`src/rtl/msc_pkg.sv`:
```
package msc_pkg;
   typedef enum logic [1:0] {
      RG_SDRAM  = 2'd0,
      RG_NCDRAM = 2'd1,
      RG_MMIO   = 2'd2,
      RG_EXT    = 2'd3
   } region_e;

   localparam int NSLOT       = 2;
   localparam int APER_LOG2   = 21;
endpackage

```
`src/rtl/msc_decode.sv`:
```
module msc_decode
   import msc_pkg::*;
#(
   parameter int AW = 32
) (
   input  logic [AW-1:0] addr,
   input  logic [AW-1:0] mmio_base,
   input  logic [AW-1:0] sdram_lo,
   input  logic [AW-1:0] sdram_hi,
   input  logic [AW-1:0] nc_lo,
   input  logic [AW-1:0] nc_hi,
   output region_e       region
);
   localparam logic [AW:0] APER = (AW+1)'(1) << APER_LOG2;

   if (AW <= APER_LOG2) begin : g_bad_aw
      $error("msc_decode: AW must exceed the aperture width");
   end

   logic [AW:0] a_ext, base_ext;
   logic        in_mmio, in_sd, in_nc;

   always_comb begin
      a_ext    = {1'b0, addr};
      base_ext = {1'b0, mmio_base};
      in_mmio  = (a_ext >= base_ext) && (a_ext < base_ext + APER);
      in_sd    = (addr >= sdram_lo) && (addr < sdram_hi);
      in_nc    = (addr >= nc_lo) && (addr < nc_hi);
      if (in_mmio)    region = RG_MMIO;
      else if (in_sd) region = in_nc ? RG_NCDRAM : RG_SDRAM;
      else            region = RG_EXT;
   end
endmodule

```
`src/rtl/msc_init_seq.sv`:
```
module msc_init_seq #(
   parameter int LINES = 64,
   localparam int IW   = $clog2(LINES)
) (
   input  logic          clk,
   input  logic          rst_n,
   output logic          busy,
   output logic [IW-1:0] idx
);
   if (LINES < 2) begin : g_bad_lines
      $error("msc_init_seq: LINES must be at least 2");
   end

   always_ff @(posedge clk or negedge rst_n) begin
      if (!rst_n) begin
         busy <= 1'b1;
         idx  <= '0;
      end else if (busy) begin
         if (idx == IW'(LINES-1)) busy <= 1'b0;
         else                     idx  <= idx + 1'b1;
      end
   end
endmodule

```
`src/rtl/msc_lat_pipe.sv`:
```
module msc_lat_pipe #(
   parameter int NS  = 2,
   parameter int LAT = 3
) (
   input  logic          clk,
   input  logic          rst_n,
   input  logic [NS-1:0] d,
   output logic [NS-1:0] q
);
   if (LAT < 0 || LAT > 16) begin : g_bad_lat
      $error("msc_lat_pipe: LAT out of range");
   end

   if (LAT == 0) begin : g_comb
      assign q = d;
   end else begin : g_reg
      logic [NS-1:0] stg [LAT];
      always_ff @(posedge clk or negedge rst_n) begin
         if (!rst_n) begin
            for (int i = 0; i < LAT; i++) stg[i] <= '0;
         end else begin
            stg[0] <= d;
            for (int i = 1; i < LAT; i++) stg[i] <= stg[i-1];
         end
      end
      assign q = stg[LAT-1];
   end
endmodule

```
`src/rtl/mem_stall_ctrl.sv`:
```
module mem_stall_ctrl
   import msc_pkg::*;
#(
   parameter int AW       = 32,
   parameter int LINES    = 64,
   parameter int LAT      = 3,
   parameter int BANK_LSB = 2,
   parameter int BANK_W   = 2,
   localparam int IW      = $clog2(LINES)
) (
   input  logic                clk,
   input  logic                rst_n,
   input  logic [AW-1:0]       mmio_base,
   input  logic [AW-1:0]       sdram_lo,
   input  logic [AW-1:0]       sdram_hi,
   input  logic [AW-1:0]       nc_lo,
   input  logic [AW-1:0]       nc_hi,
   input  logic [NSLOT-1:0]    req_valid,
   input  logic [NSLOT*AW-1:0] req_addr,
   input  logic [NSLOT-1:0]    cache_hit,
   input  logic                unc_done,
   input  logic                cmo_valid,
   input  logic                cmo_work,
   input  logic                cmo_done,
   output logic [NSLOT*2-1:0]  region,
   output logic                stall,
   output logic [NSLOT-1:0]    rsp_valid,
   output logic                init_clr,
   output logic [IW-1:0]       init_idx,
   output logic                init_done
);
   if (BANK_LSB + BANK_W > AW) begin : g_bad_bank
      $error("mem_stall_ctrl: bank field outside the address");
   end

   region_e           rg     [NSLOT];
   logic [BANK_W-1:0] bank   [NSLOT];
   logic [NSLOT-1:0]  cach, unc, served;
   logic              init_busy, miss, unc_wait, cmo_wait;
   logic              conflict, other, second_q, second_now;

   for (genvar s = 0; s < NSLOT; s++) begin : g_slot
      msc_decode #(.AW(AW)) u_dec (
         .addr      (req_addr[s*AW +: AW]),
         .mmio_base (mmio_base),
         .sdram_lo  (sdram_lo),
         .sdram_hi  (sdram_hi),
         .nc_lo     (nc_lo),
         .nc_hi     (nc_hi),
         .region    (rg[s])
      );
      assign region[s*2 +: 2] = rg[s];
      assign cach[s] = req_valid[s] && (rg[s] == RG_SDRAM);
      assign unc[s]  = req_valid[s] && (rg[s] != RG_SDRAM);
      assign bank[s] = req_addr[s*AW + BANK_LSB +: BANK_W];
   end

   msc_init_seq #(.LINES(LINES)) u_init (
      .clk   (clk),
      .rst_n (rst_n),
      .busy  (init_busy),
      .idx   (init_idx)
   );

   always_comb begin
      miss       = |(cach & ~cache_hit);
      unc_wait   = (|unc) && !unc_done;
      cmo_wait   = cmo_valid && cmo_work && !cmo_done;
      conflict   = (&cach) && (bank[0] == bank[1]);
      other      = init_busy || unc_wait || miss || cmo_wait;
      second_now = second_q && conflict;
      stall      = other || (conflict && !second_q);
      served[0]  = req_valid[0] && !other && !second_now;
      served[1]  = req_valid[1] && !other && !(conflict && !second_q);
   end

   always_ff @(posedge clk or negedge rst_n) begin
      if (!rst_n) second_q <= 1'b0;
      else        second_q <= conflict && !other && !second_q;
   end

   msc_lat_pipe #(.NS(NSLOT), .LAT(LAT)) u_lat (
      .clk   (clk),
      .rst_n (rst_n),
      .d     (served),
      .q     (rsp_valid)
   );

   assign init_clr  = init_busy;
   assign init_done = !init_busy;
endmodule

```
`config.mk`:
```
export PLATFORM = sky130hd
export DESIGN_NAME = mem_stall_ctrl
export DESIGN_NICKNAME = d
export VERILOG_FILES = /design/src/rtl/msc_pkg.sv /design/src/rtl/msc_decode.sv /design/src/rtl/msc_init_seq.sv /design/src/rtl/msc_lat_pipe.sv /design/src/rtl/mem_stall_ctrl.sv
export SDC_FILE = /design/constraint.sdc
export NUM_CORES = 1
export LEC_CHECK = 0
export ABC_CLOCK_PERIOD_IN_PS = 4650
export BUFFER_PORTS_ARGS = -buffer_cell sky130_fd_sc_hd__buf_2
export CAP_MARGIN = 5
export CORE_MARGIN = 5
export CORE_UTILIZATION = 25
export CTS_CLUSTER_SIZE = 25
export DETAILED_ROUTE_END_ITERATION = 7
export PLACE_DENSITY = 0.53
export SYNTH_ARGS = -nofsm -noshare
export SYNTH_HDL_FRONTEND = slang
export SYNTH_SLANG_ARGS = --single-unit
```
`constraint.sdc`:
```
create_clock -name clk -period 4.65 [get_ports clk]
set_clock_uncertainty 0.15 [all_clocks]
set_input_delay 0.465 -clock clk [delete_from_list [all_inputs] [get_ports clk]]
set_output_delay 0.465 -clock clk [all_outputs]
set_load 0.005 [all_outputs]
```
After elaboration in Yosys (flattened, before gate mapping)
Index checks and enable logic that the tools add are counted.
{"block": "totals", "reg_bits": 14, "output_inout_bits": 15}
{"block": "classes", "bitwise": 3, "eq_ne": 2, "magnitude_cmp": 12, "add_sub_neg": 2, "mux": 8, "n_reduce_logical": 41}
{"op": "32-bit greater-or-equal comparator", "n": 6}
{"op": "32-bit less-than comparator", "n": 4}
{"op": "32-bit by 33-bit less-than comparator with 1-bit output", "n": 2}
{"op": "32-bit by 22-bit adder with 33-bit output (second input constant)", "n": 1}
{"op": "1-bit logical AND", "n": 22}
{"op": "2-bit two-way mux", "n": 4}
{"op": "1-bit logical NOT", "n": 7}
{"op": "6-bit by 1-bit adder with 6-bit output (second input constant)", "n": 1}
{"op": "6-bit == test (second input constant)", "n": 1}
{"op": "2-bit logical NOT", "n": 2}
{"op": "1-bit logical OR", "n": 4}
{"op": "1-bit two-way mux", "n": 4}
{"op": "2-bit AND reduction", "n": 2}
{"op": "2-bit nonzero test", "n": 2}
{"op": "2-bit OR reduction", "n": 2}
{"op": "2-bit AND", "n": 1}
{"op": "2-bit == test", "n": 1}
{"op": "2-bit NOT", "n": 1}
{"op": "1-bit NOT", "n": 1}

Depth between registers and ports, before layout
Gate-level depths: netlist of run 1.
{"block": "depth", "word_depth": 15, "mapped_depth": 14}

Modules after synthesis
Synthesis of run 1 repeated with hierarchy kept, for this count alone.
{"block": "hier_totals", "cells_unflattened": 1262, "hier_area_um2": 9391.5}
{"mod": "msc_decode", "area_per_inst_um2": 4367.9, "n_inst": 2, "seq_area_each_um2": 0.0, "cells_each": 602}
{"mod": "msc_init_seq", "area_per_inst_um2": 324.1, "n_inst": 1, "seq_area_each_um2": 176.4, "cells_each": 27}
{"mod": "mem_stall_ctrl", "area_per_inst_um2": 166.4, "n_inst": 1, "seq_area_each_um2": 25.0, "cells_each": 23}
{"mod": "msc_lat_pipe", "area_per_inst_um2": 165.2, "n_inst": 1, "seq_area_each_um2": 150.1, "cells_each": 8}

Worst setup path after synthesis of run 1
Ideal clock, no wire load.
{"block": "synth_timing", "kind": "input-to-output", "from": "input port mmio_base[21]", "to": "output port stall", "path_stages": 14, "arrival_ps": 3214, "required_time_ps": 4035, "slack_ps": 821, "cell_sequence": "ha_1 -> nand3_1 -> xnor2_1 -> ha_1 -> nand4bb_1 -> mux2i_1 -> o221ai_1 -> maj3_2 -> a221oi_2 -> o21ai_1 -> a221oi_4 -> nor2b_1 -> o221a_1 -> a211o_1"}
{"block": "synth_via", "elab_chain_len": 12, "elab_cells_between_ends": 28}
{"item": "start: declaration", "line_no": "mem_stall_ctrl.sv:13", "text": "input logic [AW-1:0] mmio_base,"}
{"item": "32-bit by 22-bit adder with 33-bit output", "line_no": "msc_decode.sv:26", "text": "in_mmio = (a_ext >= base_ext) && (a_ext < base_ext + APER);"}
{"item": "32-bit by 33-bit less-than comparator with 1-bit output", "line_no": "msc_decode.sv:26"}
{"item": "1-bit logical AND", "line_no": "msc_decode.sv:26"}
{"item": "2-bit two-way mux", "line_no": "msc_decode.sv:29", "text": "if (in_mmio) region = RG_MMIO;"}
{"item": "2-bit nonzero test", "line_no": "mem_stall_ctrl.sv:54", "text": "assign unc[s] = req_valid[s] && (rg[s] != RG_SDRAM);"}
{"item": "1-bit logical AND", "line_no": "mem_stall_ctrl.sv:54"}
{"item": "2-bit OR reduction", "line_no": "mem_stall_ctrl.sv:67", "text": "unc_wait = (|unc) && !unc_done;"}
{"item": "1-bit logical AND", "line_no": "mem_stall_ctrl.sv:67"}
{"item": "1-bit logical OR (3 in a row)", "line_no": "mem_stall_ctrl.sv:70", "text": "other = init_busy || unc_wait || miss || cmo_wait;"}
{"item": "1-bit logical OR *", "line_no": "mem_stall_ctrl.sv:72", "text": "stall = other || (conflict && !second_q);"}
{"item": "end: declaration", "line_no": "mem_stall_ctrl.sv:26", "text": "output logic stall,"}
Every way passes the cells marked *; elsewhere a longest branch is shown, timed or not.

Worst setup path after layout of run 1
{"block": "layout_timing", "from": "input port req_addr[40]", "to": "output port stall"}
{"block": "layout_via", "elab_chain_len": 13, "elab_cells_between_ends": 27}
{"item": "start: declaration", "line_no": "mem_stall_ctrl.sv:19", "text": "input logic [NSLOT*AW-1:0] req_addr,"}
{"item": "32-bit greater-or-equal comparator / 32-bit less-than comparator (equally long branches)", "line_no": "msc_decode.sv:28", "text": "in_nc = (addr >= nc_lo) && (addr < nc_hi);"}
{"item": "1-bit logical AND", "line_no": "msc_decode.sv:28"}
{"item": "1-bit two-way mux", "line_no": "msc_decode.sv:30", "text": "else if (in_sd) region = in_nc ? RG_NCDRAM : RG_SDRAM;"}
{"item": "2-bit two-way mux", "line_no": "msc_decode.sv:30"}
{"item": "2-bit two-way mux *", "line_no": "msc_decode.sv:29"}
{"item": "2-bit nonzero test", "line_no": "mem_stall_ctrl.sv:54"}
{"item": "1-bit logical AND", "line_no": "mem_stall_ctrl.sv:54"}
{"item": "2-bit OR reduction", "line_no": "mem_stall_ctrl.sv:67"}
{"item": "1-bit logical AND", "line_no": "mem_stall_ctrl.sv:67"}
{"item": "1-bit logical OR (3 in a row)", "line_no": "mem_stall_ctrl.sv:70"}
{"item": "1-bit logical OR *", "line_no": "mem_stall_ctrl.sv:72"}
Marks and branches as above.

==> results of run 1 <==
==> power by group through the flow <==
stage	logic [W]	clock network (W)	registers, W
6_report	0.000982	0.000174	0.000129
5_1_grt	0.00112	0.000186	0.000129
4_1_cts	0.000985	0.000177	0.000129
3_5_place_dp	0.000976	0	0.000131
3_3_place_gp	0.000961	0	0.000130
2_1_floorplan	0.000566	0	0.000130
==> synth_stat cells (3+ instances only) <==
cell	count	area share [%]
nand3_1	27	1.5
nand2b_1	7	0.49
a2111oi_0	8	0.78
xor2_1	3	0.29
a31oi_1	4	0.28
nor4_1	5	0.35
nand4_1	50	3.5
and3_1	9	0.63
o21ai_1	4	0.22
a21o_1	58	4.9
nor2b_1	11	0.77
nand2_1	65	2.7
a41oi_1	4	0.39
o21ai_0	56	3.1
ha_1	334	47
nor2_1	42	1.8
o31ai_1	5	0.42
dfrtp_1	13	3.6
nor3_1	14	0.78
o211ai_1	11	0.92
and4_1	11	1.1
xnor2_1	14	1.4
xnor3_1	3	0.76
inv_1	170	7.1
o21a_1	11	0.92
o2111ai_1	4	0.39
a211oi_1	17	1.4
a21oi_1	102	5.7
o221ai_1	3	0.29
a221oi_1	8	0.78
==> worst reg2reg max path, delay by kind of cell, from the launching register on <==
family                     cells  cell delay (ps)
DFF                            1              430
AOI/OAI and AO/OA              1              500
muxes                          1              400
adders and majority gates      1              260
==> stage by stage <==
step	hold slack (ps)	utilization [%]	setup slack, ps	cell area [um^2]	cells
after detailed placement	185	30.7	159	10900	1846
after global routing	200	31.0	33.6	11000	1853
final	192	31.0	211	11000	1854
after global placement	182	30.7	195	10900	1846
after floorplan	19.4	-	821	8930	1124
after CTS	195	30.9	152	10900	1851
==> sequential cells by signal, indices dropped and copies added (netlist names) <==
| signal | count |
|---|---|
| u_lat.q | 2 |
| u_init.idx | 6 |
| second_q | 1 |
| u_init.busy | 1 |
| u_lat.g_reg.stg | 4 |
==> what timing repair did <==
action                     4_1_cts  5_1_grt
gates resized for setup          0        3
setup endpoints to repair        0        1
hold buffers                     1        0
hold endpoints to repair        13        0
==> layout make-up <==
class                           count  area, um^2
Multi-Input combinational cell    938        7950
Antenna cell                        3        7.51
Sequential cell                    14         352
Fill cell                        3839       24400
Tap cell                          461         577
Timing Repair Buffer              264        1360
Inverter                          170         638
Clock buffer                        4        88.8
==> final timing paths <==
check,start,end,cells after the start
setup / recovery,req_addr[40],stall,13
hold / removal,u_lat.g_reg.stg[4],u_lat.g_reg.stg[2],0
setup reg to reg,u_init.idx[0],u_init.idx[1],3
hold reg to reg,u_lat.g_reg.stg[4],u_lat.g_reg.stg[2],0
max in group asynchronous,rst_n,u_init.busy,2
min in group asynchronous,rst_n,u_init.idx[3],2
==> per-layer routing <==
layer	track usage (%)	vias to the layer above	wire [um]
met5	0	-	28
met4	4.81	6	1140
met3	2.07	61	1830
met2	30.9	256	17300
met1	24.2	4252	16900
li1	-	4768	-
==> logic make-up after synthesis <==
group | after synthesis | share of synthesized area (%)
adders and majority gates | 337 | 47.1
AOI/OAI and AO/OA | 315 | 22.9
and+or+nand+nor | 263 | 15.9
buffers and inverters | 172 | 7.31
xor gates and xnor gates | 21 | 2.60
DFF | 14 | 3.94
muxes | 2 | 0.238
==> flow_metrics.py, run 1 <==
metrics = {
    "yosys": {
        "async_flop_share_pct": 100,
        "yosysUniqueCellTypes": 70,
        "synthesis.area_um2": 8930,
        "synth_edf_count": 0,
        "ys_warn_count": 0,
        "syn-instance-count": 1124,
        "syn_avg_cell_area_um2": 7.95,
        "synth_flop_cell": "dfrtp_1",
        "syn_nets": 1692,
        "yosysSeqAreaShare_pct": 3.94,
        "synth-seq-cells": 14,
    },
    "pwr": {
        "p_comb_share_pct": 76.5,
        "intPower_w": 0.000673,
        "p_sw_w": 0.000611,
        "power_w": 0.00128,
        "switching_share_pct": 47.6,
        "ir_drop_v": 0.000142,
        "clkPwrFrac_pct": 13.5,
        "leakage_nw": 6.20,
        "power.density_nw_per_um2": 117,
        "p_seq_share_pct": 10.0,
    },
    "clocking": {
        "clock_latency_ps": 240,
        "cts_root_buf": "clkbuf_16",
        "tritoncts": "done",
        "h-tree-depth": 1,
        "post-cts-setup-buffers": 0,
        "cts_buffers": 3,
        "path_clk_slew_ps": 40,
        "clock_path_buffers": 2,
        "cts.sinks": 14,
    },
    "worst_setup_path": {
        "critical_path.top_delay_family": "compound AO/OA/AOI/OAI gates",
        "cp_data_arrival_time_ps": 3820,
        "path_class": "in2out",
        "crit_fanout": 5,
        "start_kind": "primary input",
        "rrSetupSlack_ps": 2800,
        "cp_slowest_cell": "or4_1",
        "end_kind": "primary output",
        "worst-path-buf-inv": 2,
        "cp_common_cell": "buf_2",
        "cp_cell_sequence": "buf_2 -> ha_1 -> and3_1 -> nand3_1 -> o31ai_1 -> a2111oi_0 -> or4_1 -> a32o_1 -> or2_1 -> a32oi_1 -> o211ai_1 -> a211o_1 -> buf_2",
        "max_stage_delay_ps": 620,
        "worst_ep_required_time_ps": 4030,
    },
    "placement": {
        "numPortBuffers": 248,
        "post-dp-hpwl_um": 33400,
        "globalplace.congestion": 0.866,
    },
    "global_routing": {
        "grt_pass1_wl_um": 55500,
        "antenna_found_initial": 5,
        "grt_pass1_vias": 9775,
        "grt_max_degree": 15,
        "track_usage_pct": 18.1,
        "overflow": 0,
    },
    "sta": {
        "tightest_slew_ps": 701,
        "relSlewSlack_pct": 52.1,
        "setup_tns_ps": 0,
        "period_minus_slack_ps": 4440,
        "timing.fmax_mhz": 225,
        "slew_violations": 0,
        "hold_viol": 0,
        "rsz0062_at_grt": "no",
        "setup_viol": 0,
        "finalCritPeriodShare_pct": 95.5,
    },
    "floorplanning": {
        "die_w_um": 199,
        "core_region_area_um2": 35400,
        "die_height_um": 199,
        "die-area_um2": 39600,
        "rows": 69,
        "initial_core_util_pct": 25.2,
        "io_pins": 249,
    },
    "status": {
        "status": "finished, final reports clean",
    },
    "flow_run": {
        "cap_violations": 0,
    },
    "finish": {
        "drive_gt1_share_pct": 20.4,
        "area_delta_synth_final_pct": 22.9,
        "num-nets-final": 1959,
        "final_common_cell": "ha_1",
        "final_cell_mix": "ha_1 (333), buf_2 (248), inv_1 (170)",
    },
    "min_path": {
        "min_path_type": "reg2reg",
    },
    "routing": {
        "postRouteAntennaNets": 0,
        "wl_per_cell_um": 20.1,
        "remaining_drc_errors": 0,
        "vias": 9343,
        "dr.first_iter.drc_count": 373,
        "via_per_inst": 5.04,
        "dr.pass1.iters": 4,
        "routed_wl_um": 37200,
    },
}
(Power assumes the default switching activity.)
==> run 2: changes to the inputs <==
SYNTH_HIERARCHICAL = 1   (was not set)
==> run 2 against run 1 <==
Compared with the run above: synthesized cell count increased by 12%; power decreased by 1.2%; critical endpoint unchanged; fmax decreased by 1.8%; register-to-register slack improved by 290 ps; global-route usage decreased by 2.2 points; clock power about the same.
==> flow_metrics.py, run 2 <==
metrics = {
    "yosys": {
        "yosys.area.top_type": "ha_1",
        "synthesis.area_um2": 9390,
        "syn-instance-count": 1262,
        "ys_warn_count": 6,
        "yosysUniqueCellTypes": 52,
        "synth_flop_cell": "dfrtp_1",
        "synth_most_common_cell": "ha_1",
        "syn_avg_cell_area_um2": 7.44,
        "async_flop_share_pct": 100,
        "synth_edf_count": 0,
        "yosys-top-cells-area": "ha_1 (45%), inv_1 (13%), a21oi_1 (5.4%), a21o_1 (3.5%), dfrtp_1 (3.5%)",
        "ys_top_cells_by_count": "ha_1 (341), inv_1 (320), a21oi_1 (101), nand2_1 (73), nand3_1 (45)",
        "synth_top_area_share_pct": 45.4,
        "syn_nets": 1837,
        "synth-seq-cells": 14,
        "yosysSeqAreaShare_pct": 3.74,
    },
    "routing": {
        "wl_per_cell_um": 16.8,
        "dr.first_iter.drc_count": 348,
        "dr.pass1.iters": 4,
        "remaining_drc_errors": 0,
        "via_per_inst": 4.74,
        "postRouteAntennaNets": 0,
        "vias": 9703,
        "routed_wl_um": 34300,
    },
    "finish": {
        "fillCellCount": 4155,
        "largest_reg_flops": 6,
        "drive_gt1_share_pct": 19.6,
        "area_delta_synth_final_pct": 23.4,
        "final_common_cell": "ha_1",
        "regMostFlops": "u_init/idx",
        "fin_cells": 2045,
        "final_cell_mix": "ha_1 (339), inv_1 (320), buf_2 (248)",
        "num-nets-final": 2105,
        "final_util_pct": 31.0,
        "fin_area_um2": 11600,
    },
    "min_path": {
        "hold_path_startpoint": "u_lat/g_reg.stg[2]",
        "min_path_type": "reg2reg",
    },
    "floorplanning": {
        "die-area_um2": 41500,
        "core_region_area_um2": 37400,
        "initial_core_util_pct": 25.1,
        "io_pins": 249,
        "die_height_um": 204,
        "rows": 71,
        "die_w_um": 204,
    },
    "worst_setup_path": {
        "cp_data_arrival_time_ps": 3900,
        "end_kind": "primary output",
        "path_class": "in2out",
        "r2r_start": "u_init/idx[0]",
        "worst_ep_required_time_ps": 4030,
        "crit_fanout": 6,
        "cp-startpoint": "mmio_base[21]",
        "start_kind": "primary input",
    },
    "placement": {
        "dpl_cell_area_um2": 11400,
        "place_inst": 2035,
        "numPortBuffers": 248,
        "post-dp-hpwl_um": 31100,
        "globalplace.congestion": 0.883,
    },
    "sta": {
        "period_minus_slack_ps": 4520,
        "setup_viol": 0,
        "relSlewSlack_pct": 43.4,
        "hold_viol": 0,
        "finalCritPeriodShare_pct": 97.2,
        "setup_tns_ps": 0,
        "slew_violations": 0,
        "tightest_slew_ps": 842,
        "timing.fmax_mhz": 221,
    },
    "clocking": {
        "cts_root_buf": "clkbuf_16",
        "path_clk_slew_ps": 50,
        "cts.sinks": 14,
        "clock_latency_ps": 240,
        "h-tree-depth": 1,
        "post-cts-setup-buffers": 0,
        "cts_buffers": 3,
        "tritoncts": "done",
        "clock_path_buffers": 2,
    },
    "status": {
        "status": "finished, final reports clean",
    },
    "pwr": {
        "leakage_nw": 6.95,
        "power_w": 0.00127,
        "ir_drop_v": 0.0000933,
        "power.density_nw_per_um2": 109,
    },
    "global_routing": {
        "grt_max_degree": 15,
        "grt_pass1_vias": 9987,
        "antenna_found_initial": 7,
        "grt_pass1_wl_um": 52200,
        "overflow": 0,
        "track_usage_pct": 15.9,
    },
    "flow_run": {
        "cap_violations": 0,
    },
}
[run 2: routing by layer]
metal	vias to the layer above	global-route usage, %	part of all wire [%]
met2	246	29.2	49
met4	4	3.95	2.5
met5	-	0	0.064
met3	44	1.51	4.3
met1	4403	19.8	44
li1	5006	-	-
[run 2: path summary, 6_finish.rpt]
check | slack [ps] | to | cells after the start
max | 130 | stall | 19
min | 200 | u_lat/q[0] | 0
min reg2reg | 200 | u_lat/q[0] | 0
max reg2reg | 3090 | u_init/idx[1] | 4
min in group asynchronous | 500 | u_init/idx[5] | 2
max in group asynchronous | 3560 | u_init/busy | 2
[run 2: cell families after synthesis]
logic type	count (synthesis)	synth area share (%)
AO/OA/AOI/OAI	280	19.7
XOR/XNOR	21	1.96
adder cells (fa/ha/maj)	341	45.4
buffers and inverters	322	12.9
flip-flops	14	3.74
multiplexers	2	0.280
AND/OR/NAND/NOR	282	16.0
[run 2: metrics by stage]
step	hold WS, ps	setup slack [ps]
2_1_floorplan	19.4	619
3_3_place_gp	184	138
3_5_place_dp	186	54.8
4_1_cts	205	57.2
5_1_grt	211	-42.8
6_report	203	131
[run 2: cell type report]
type / instances / area (um^2) / share of cell area [%]
Clock buffer: 4 / 88.8 / 0.767
Inverter: 320 / 1200 / 10.4
Multi-Input combinational cell: 926 / 7920 / 68.4
Antenna cell: 5 / 12.5 / 0.108
Timing Repair Buffer: 265 / 1370 / 11.8
Tap cell: 511 / 639 / 5.52
Sequential cell: 14 / 352 / 3.03
[run 2: worst max-delay path, stage by stage]
cell      delay, ps
buf_2           160
ha_2            210
nand3_1         140
nor3_2          140
buf_4           150
xnor2_1         110
ha_1            270
and3_1          200
a221o_1         350
o21ai_1         150
o211ai_1        110
a211o_1         240
a32oi_2         210
a21oi_2          80
or3b_4          400
o32a_1          190
nand4_2          90
nand2b_1        130
buf_2           120
[run 2: timing repair]
| action | CTS | global route |
|---|---|---|
| hold endpoints to repair | 13 | 0 |
| hold buffers | 1 | 0 |
| endpoints found under the setup margin | 0 | 1 |
| resized for setup | 0 | 20 |
[run 2: where the power goes]
group          internal, W  switching, W  total (W)
Sequential        0.000127    0.00000116   0.000128
Clock             0.000130     0.0000468   0.000177
Combinational     0.000422      0.000542   0.000963
